File: src/rtl/irq_rst_pkg.sv
package irq_rst_pkg;

   // Which kind of source won arbitration in the current strobe clock
   typedef enum logic [1:0] {
      SRC_NONE = 2'd0,
      SRC_TRAP = 2'd1,
      SRC_RST  = 2'd2,
      SRC_GEN  = 2'd3
   } src_kind_e;

   // Index width for a set of n restart lines
   function automatic int idx_width(input int n);
      return (n > 1) ? $clog2(n) : 1;
   endfunction

endpackage

File: src/rtl/irq_trap_sense.sv
module irq_trap_sense #(
   parameter bit LEVEL_QUAL = 1'b1
) (
   input  logic clk_i,
   input  logic rst_n_i,
   input  logic trap_i,
   input  logic clr_i,
   output logic armed_o
);
   logic prev_q;
   logic seen_q;

   always_ff @(posedge clk_i) begin
      if (!rst_n_i) begin
         prev_q <= 1'b0;
         seen_q <= 1'b0;
      end else begin
         prev_q <= trap_i;
         // a fresh rising edge re-arms even in the clock of an acceptance
         if (trap_i && !prev_q)
            seen_q <= 1'b1;
         else if (clr_i)
            seen_q <= 1'b0;
      end
   end

   generate
      if (LEVEL_QUAL) begin : g_edge_and_level
         assign armed_o = seen_q & trap_i;
      end else begin : g_edge_only
         assign armed_o = seen_q;
      end
   endgenerate

endmodule

File: src/rtl/irq_state_regs.sv
module irq_state_regs #(
   parameter int NUM_RST       = 3,
   parameter bit MASK_AT_RESET = 1'b1
) (
   input  logic               clk_i,
   input  logic               rst_n_i,
   input  logic               ei_i,
   input  logic               di_i,
   input  logic               acc_i,
   input  logic               mask_wr_i,
   input  logic [NUM_RST-1:0] mask_wdata_i,
   output logic               ien_o,
   output logic [NUM_RST-1:0] mask_o
);
   logic ien_q;

   // acceptance beats disable beats enable
   always_ff @(posedge clk_i) begin
      if (!rst_n_i)
         ien_q <= 1'b0;
      else if (acc_i)
         ien_q <= 1'b0;
      else if (di_i)
         ien_q <= 1'b0;
      else if (ei_i)
         ien_q <= 1'b1;
   end

   assign ien_o = ien_q;

   genvar j;
   generate
      for (j = 0; j < NUM_RST; j++) begin : g_mask
         logic bit_q;
         always_ff @(posedge clk_i) begin
            if (!rst_n_i)
               bit_q <= MASK_AT_RESET;
            else if (mask_wr_i)
               bit_q <= mask_wdata_i[j];
         end
         assign mask_o[j] = bit_q;
      end
   endgenerate

endmodule

File: src/rtl/irq_prio_pick.sv
module irq_prio_pick
   import irq_rst_pkg::*;
#(
   parameter int NUM_RST = 3,
   parameter int IDX_W   = 2
) (
   input  logic               trap_ok_i,
   input  logic [NUM_RST-1:0] rst_ok_i,
   input  logic               gen_ok_i,
   output src_kind_e          kind_o,
   output logic [IDX_W-1:0]   idx_o
);
   logic hit;

   always_comb begin
      hit   = 1'b0;
      idx_o = '0;
      // ascending scan: the highest qualified index is written last
      for (int j = 0; j < NUM_RST; j++) begin
         if (rst_ok_i[j]) begin
            hit   = 1'b1;
            idx_o = IDX_W'(j);
         end
      end
      if (trap_ok_i)
         kind_o = SRC_TRAP;
      else if (hit)
         kind_o = SRC_RST;
      else if (gen_ok_i)
         kind_o = SRC_GEN;
      else
         kind_o = SRC_NONE;
   end

endmodule

File: src/rtl/irq_rst_ctrl.sv
module irq_rst_ctrl
   import irq_rst_pkg::*;
#(
   parameter int NUM_RST         = 3,
   parameter int VEC_W           = 8,
   parameter int TRAP_VEC        = 'h24,
   parameter int VEC_STEP        = 8,
   parameter bit MASK_AT_RESET   = 1'b1,
   parameter bit TRAP_LEVEL_QUAL = 1'b1
) (
   input  logic               clk_i,
   input  logic               rst_n_i,
   input  logic               sample_i,
   input  logic               trap_i,
   input  logic [NUM_RST-1:0] rst_req_i,
   input  logic               gen_req_i,
   input  logic               cmd_ei_i,
   input  logic               cmd_di_i,
   input  logic               mask_wr_i,
   input  logic [NUM_RST-1:0] mask_wdata_i,
   output logic               take_o,
   output logic [VEC_W-1:0]   vec_o,
   output logic               ext_ack_o,
   output logic               ien_o,
   output logic [NUM_RST-1:0] mask_o
);
   localparam int IDX_W   = idx_width(NUM_RST);
   localparam int TOP_VEC = TRAP_VEC + VEC_STEP * NUM_RST;

   generate
      if (NUM_RST < 1 || NUM_RST > 8) begin : g_bad_count
         $error("irq_rst_ctrl: NUM_RST must lie in 1..8");
      end
      if (TOP_VEC >= (1 << VEC_W)) begin : g_bad_width
         $error("irq_rst_ctrl: restart vectors do not fit in VEC_W bits");
      end
      if (VEC_STEP < 1) begin : g_bad_step
         $error("irq_rst_ctrl: VEC_STEP must be positive");
      end
   endgenerate

   logic               trap_ok;
   logic               trap_clr;
   logic [NUM_RST-1:0] rst_ok;
   logic               gen_ok;
   logic               accept;
   src_kind_e          kind;
   logic [IDX_W-1:0]   idx;
   logic [VEC_W-1:0]   vec_n;
   logic [VEC_W-1:0]   rst_vec_tab [NUM_RST];

   logic               take_q;
   logic [VEC_W-1:0]   vec_q;
   logic               ext_q;

   irq_trap_sense #(
      .LEVEL_QUAL (TRAP_LEVEL_QUAL)
   ) u_trap (
      .clk_i   (clk_i),
      .rst_n_i (rst_n_i),
      .trap_i  (trap_i),
      .clr_i   (trap_clr),
      .armed_o (trap_ok)
   );

   irq_state_regs #(
      .NUM_RST       (NUM_RST),
      .MASK_AT_RESET (MASK_AT_RESET)
   ) u_state (
      .clk_i        (clk_i),
      .rst_n_i      (rst_n_i),
      .ei_i         (cmd_ei_i),
      .di_i         (cmd_di_i),
      .acc_i        (accept),
      .mask_wr_i    (mask_wr_i),
      .mask_wdata_i (mask_wdata_i),
      .ien_o        (ien_o),
      .mask_o       (mask_o)
   );

   // qualification by enable and mask; trap bypasses both
   assign rst_ok = rst_req_i & ~mask_o & {NUM_RST{ien_o}};
   assign gen_ok = gen_req_i & ien_o;

   irq_prio_pick #(
      .NUM_RST (NUM_RST),
      .IDX_W   (IDX_W)
   ) u_pick (
      .trap_ok_i (trap_ok),
      .rst_ok_i  (rst_ok),
      .gen_ok_i  (gen_ok),
      .kind_o    (kind),
      .idx_o     (idx)
   );

   // restart line j sits one step above line j-1, the trap one step below line 0
   genvar j;
   generate
      for (j = 0; j < NUM_RST; j++) begin : g_vec
         assign rst_vec_tab[j] = VEC_W'(TRAP_VEC + VEC_STEP * (j + 1));
      end
   endgenerate

   always_comb begin
      unique case (kind)
         SRC_TRAP: vec_n = VEC_W'(TRAP_VEC);
         SRC_RST:  vec_n = rst_vec_tab[idx];
         default:  vec_n = '0;
      endcase
   end

   assign accept   = sample_i && (kind != SRC_NONE);
   assign trap_clr = sample_i && (kind == SRC_TRAP);

   always_ff @(posedge clk_i) begin
      if (!rst_n_i) begin
         take_q <= 1'b0;
         vec_q  <= '0;
         ext_q  <= 1'b0;
      end else begin
         take_q <= accept;
         vec_q  <= accept ? vec_n : '0;
         ext_q  <= accept && (kind == SRC_GEN);
      end
   end

   assign take_o    = take_q;
   assign vec_o     = vec_q;
   assign ext_ack_o = ext_q;

endmodule

File: config.mk
export PLATFORM = sky130hd
export DESIGN_NAME = irq_rst_ctrl
export DESIGN_NICKNAME = d
export VERILOG_FILES = /design/src/rtl/irq_rst_pkg.sv /design/src/rtl/irq_trap_sense.sv /design/src/rtl/irq_state_regs.sv /design/src/rtl/irq_prio_pick.sv /design/src/rtl/irq_rst_ctrl.sv
export SDC_FILE = /design/constraint.sdc
export NUM_CORES = 1
export LEC_CHECK = 0
export BUFFER_PORTS_ARGS = -buffer_cell sky130_fd_sc_hd__clkbuf_2
export CAP_MARGIN = 30
export CORE_AREA = 2 2 39 41
export DETAILED_ROUTE_END_ITERATION = 7
export DIE_AREA = 0 0 41 43
export PLACE_DENSITY_LB_ADDON = 0.1
export SLEW_MARGIN = 15
export SYNTH_ARGS = -nofsm -noshare
export SYNTH_HDL_FRONTEND = slang
export SYNTH_SLANG_ARGS = --single-unit
File: constraint.sdc
create_clock -name clk_i -period 1.65 [get_ports clk_i]
set_input_delay 0.0825 -clock clk_i [delete_from_list [all_inputs] [get_ports clk_i]]
set_output_delay 0.0825 -clock clk_i [all_outputs]
set_load 0.01 [all_outputs]
# After elaboration in Yosys (flattened, before gate mapping)
# Cells that the tools add are included.
# Widths: inputs -> output; s select.
[totals]
regBits = 16
inputBits = 14
out_inout_bits = 14
elab_cells = 43
[op_classes]
n_lt_le_gt_ge = 1
n_eq_ne = 3
mux = 14
n_bitwise = 7
n_reduce_logical = 9
[ops]
columns = ["op", "count"]
rows = [
  ["$bmux 8 s2", 1],
  ["$mux 8", 2],
  ["$pmux 8 s2", 1],
  ["$mux 2", 4],
  ["$and 3x3->3", 2],
  ["$mux 1", 6],
  ["$eq 2x2->1 const B", 2],
  ["$logic_and 1x1->1", 4],
  ["$reduce_bool 2->1", 2],
  ["$ge 3x3->1 const B", 1],
  ["$not 2->3", 1],
  ["$not 3->3", 1],
  ["$reduce_or 3->1", 1],
  ["$and 1x1->1", 2],
  ["$eq 2x1->1 const B", 1],
  ["$reduce_and 2->1", 1],
  ["$logic_not 1->1", 1],
  ["$not 1->1", 1],
]

# Longest topological paths before layout
[depth]
depth_word = 12
mapped_depth = 4
mapped_depth_nobuf = 4

# Cells and area by module
# A second synthesis with hierarchy kept.
[unflattened]
hier_cells = 67
area_unflattened_um2 = 631.9
[modules_own_cells]
columns = ["mod", "instances", "cells_per_inst", "area_per_inst_um2", "seq_area_each_um2"]
rows = [
  ["irq_rst_ctrl", 1, 39, 344.1, 100.1],
  ["irq_state_regs", 1, 15, 162.7, 80.1],
  ["irq_trap_sense", 1, 7, 85.1, 40.0],
  ["irq_prio_pick", 1, 6, 40.0, 0.0],
]

# Worst setup path after synthesis
# OpenSTA, ideal clock, no wires.
[synth_path]
path_type = "reg2reg"
start = "register u_state.ien_q, in the netlist u_state.ien_o"
end = "register vec_q[3], in the netlist vec_o[3]"
setup_ns = 0.060
t_arrival_ns = 1.035
required_ns = 1.590
path_slack_ns = 0.554
stages_incl_launch_ff = 5
path_buffers = 0
period_less_slack_ns = 1.096
path_cell_list = "dfxtp_1 > nand3b_1 > and3_1 > a21oi_2 > o2111a_1"
[synth_via]
elab_chain_len = 9
elab_cells_between_ends = 20
cone_classes = "eq/ne: 2; mux: 12; bitwise: 3; reduce/logical: 3"
[synth_lines]
columns = ["item", "line", "rtl"]
rows = [
  ["start, declared", "irq_state_regs.sv:15", "logic ien_q;"],
  ["start signal, assigned", "irq_state_regs.sv:20", "ien_q <= 1'b0;"],
  ["start signal, assigned", "irq_state_regs.sv:22", "ien_q <= 1'b0;"],
  ["start signal, assigned", "irq_state_regs.sv:24", "ien_q <= 1'b0;"],
  ["parallel branches: the longest is 9 deep, another holds $pmux 8 s2", "--", ""],
  ["end signal, assigned", "irq_rst_ctrl.sv:122", "vec_q <= accept ? vec_n : '0;"],
  ["end, declared", "irq_rst_ctrl.sv:53", "logic [VEC_W-1:0] vec_q;"],
]
# Parallel ways; which one is timed is not known. The select of a mux whose other input is x is not followed.
# A chain may end at the register's enable or synchronous reset.

# Worst setup path after layout
# Same ends and word-level chain as after synthesis.

==> flow_summary.ini <==
[clocking]
cts_tree = done
hold_buffers = 0
clk_pin_slew_ns = 0.07
cts_setup_buffers = 0
cts_buffer_depth = 2
clock-sinks = 11
clk_latency_ns = 0.26
cts_resized = 0
htreeDepth = 1
cts-root-buf = clkbuf_4
cts_buffers = 3

[floorplan]
start_util_pct = 34.0
placementRows = 14
die_h_um = 43
fp.coreArea_um2 = 1380
dieArea_um2 = 1760
die_x_um = 41
io_pins = 28

[detailed_routing]
drt_iter0_drc = 2
wl_per_cell_um = 9.48
routed_via_density = 4.33
via_count = 381
ant_nets = 0
firstDrtPassIters = 3
drt_wl_total_um = 834
drc = 0

[synthesis]
synthCells = 50
synth_cell_types = 19
syn_area_um2 = 470
seq_area_frac_synth_pct = 46.8
ys_seq_elements = 11
syn_avg_cell_area_um2 = 9.41
yosysWarnings = 0

[timing]
hold_violations = 0
skew_ns = 0.00122
drv_slew = 0
layout_min_cycle_time_ns = 1.15
finalSetupTns_ns = 0
fmax_mhz = 868
rsz0062_at_grt = no
post-route-period-util_pct = 69.8
setup_viol = 0

[power_and_ir_drop]
power.leakage_nw = 0.297
p_switching_uw = 125
comb_power_share_pct = 11.9
irDropWorstVdd_uv = 391
p_seq_share_pct = 54.0
switching_share_pct = 23.8
clockPowerShare_pct = 34.1
power_per_cell_area_nw_per_um2 = 901
intPower_uw = 400

[worst_setup_path]
worstSetupPathType = register to register
startpoint_type = register
crit_required_ns = 1.86
worstSetupEndpointType = register
cp_max_fo = 6
worstPathArrival_ns = 1.36

[grt]
grt_use_total_pct = 12.2
grt-ovfl-total = 0
antenna_found_initial = 0
grt_pass1_wl_um = 1400
grt_pass1_vias = 353
grt_max_degree = 8

[place]
placed_cell_area_um2 = 557
place_congestion = 0.707
portBuffers = 23

[final_layout]
area_growth_pct = 23.9
drive_above_1_share_pct = 38.9
fin_nets = 87
fin_area_um2 = 583
diodes = 0

[run]
max_cap_violations = 0

[status]
status = complete, no violations

[worst_hold_path]
worstHoldPathType = input port to register
[cell families after synthesis]
group                  share of synthesized area [%]
flip-flops                                      46.8
AND/OR/NAND/NOR                                 21.3
other                                          0.797
AO/OA/AOI/OAI                                   11.2
multiplexers                                    6.38
buffers and inverters                           13.6
[worst max-delay path, stage by stage, from the launching register on]
cell	delay (ns)
dfxtp_1	0.43
nand3b_1	0.14
and3_1	0.19
a21oi_2	0.16
o2111a_1	0.17
[power groups by stage]
stage	Combinational, mW	Sequential [mW]	Clock, mW
2_1_floorplan	0.0456	0.290	0
3_3_place_gp	0.0642	0.290	0
3_5_place_dp	0.0635	0.290	0
4_1_cts	0.0638	0.284	0.191
5_1_grt	0.0714	0.285	0.205
6_report	0.0627	0.284	0.179
[final cells by class]
class / count / area [um2]
clock buffers: 4 / 26.3
fillers: 146 / 801
inverters: 1 / 3.75
multi-input cells: 33 / 198
flip-flops and latches: 11 / 220
well taps: 16 / 20.0
repair buffers: 23 / 115
[placed cells by master, fill, tap and decap left out]
cell and instances:
clkbuf_4 3, nor2b_1 4, nand2_1 8, a21oi_1 2, a21oi_2 1, nor3_1 1, mux2i_1 3, conb_1 4
o21ai_2 1, and3_1 1, a31oi_1 1, o2111a_1 1, nand3b_1 1, nand3_1 1, clkbuf_1 1, and2_1 1
nor3b_1 2, dfxtp_1 11, clkbuf_2 23, inv_1 1, o211ai_1 1
[path summary, 6_finish.rpt]
| check | startpoint | endpoint | slack [ns] | cells after the start |
|---|---|---|---|---|
| max | u_state.ien_o | vec_o[3] | 0.50 | 4 |
| max reg2reg | u_state.ien_o | vec_o[3] | 0.50 | 4 |
| min reg2reg | u_trap.seen_q | u_trap.seen_q | 0.52 | 2 |
| min | sample_i | u_state.ien_o | 0.03 | 2 |
[stage by stage]
step                      setup slack [ns]  std cells  utilization, %  hold slack [ns]  power [mW]
after floorplan                      0.554         53               -            0.144       0.335
after global placement               0.528         84            40.2            0.304       0.354
after detailed placement             0.481         84            40.2            0.297       0.354
after CTS                            0.471         88            42.1           0.0163       0.538
after global routing                 0.379         88            42.1           0.0167       0.562
final                                0.498         88            42.1           0.0270       0.525
[flip-flops by register name (all words and copies together), names as in the netlist]
name,count
u_trap.prev_q,1
u_trap.seen_q,1
take_o,1
u_state.ien_o,1
ext_ack_o,1
vec_o,3
u_state.g_mask.bit_q,3
[synthesized netlist by cell type (all sizes together)]
library cell	count	area, um2
o21ai	1	8.76
dfxtp	11	220
conb	1	3.75
buf	8	60.1
nand2	8	30.0
and3	1	6.26
o2111a	1	11.3
nor2b	4	25.0
mux2i	3	30.0
a31oi	1	6.26
a21oi	3	18.8
inv	1	3.75
and2	1	6.26
nor3	1	5.00
nand3	1	5.00
nand3b	1	7.51
nor3b	2	15.0
o211ai	1	7.51
[layer usage]
| layer | GRT usage [%] | wire length (um) | share of wire (%) | vias up |
|---|---|---|---|---|
| met2 | 15.6 | 371 | 44 | 18 |
| met1 | 16.0 | 369 | 44 | 160 |
| met4 | 10.0 | 11 | 1.3 | 0 |
| met5 | 0 | 0 | 0 | - |
| met3 | 3.66 | 81 | 9.7 | 2 |
| li1 | - | - | - | 201 |
Note: power is estimated with default switching activity, not from simulation.
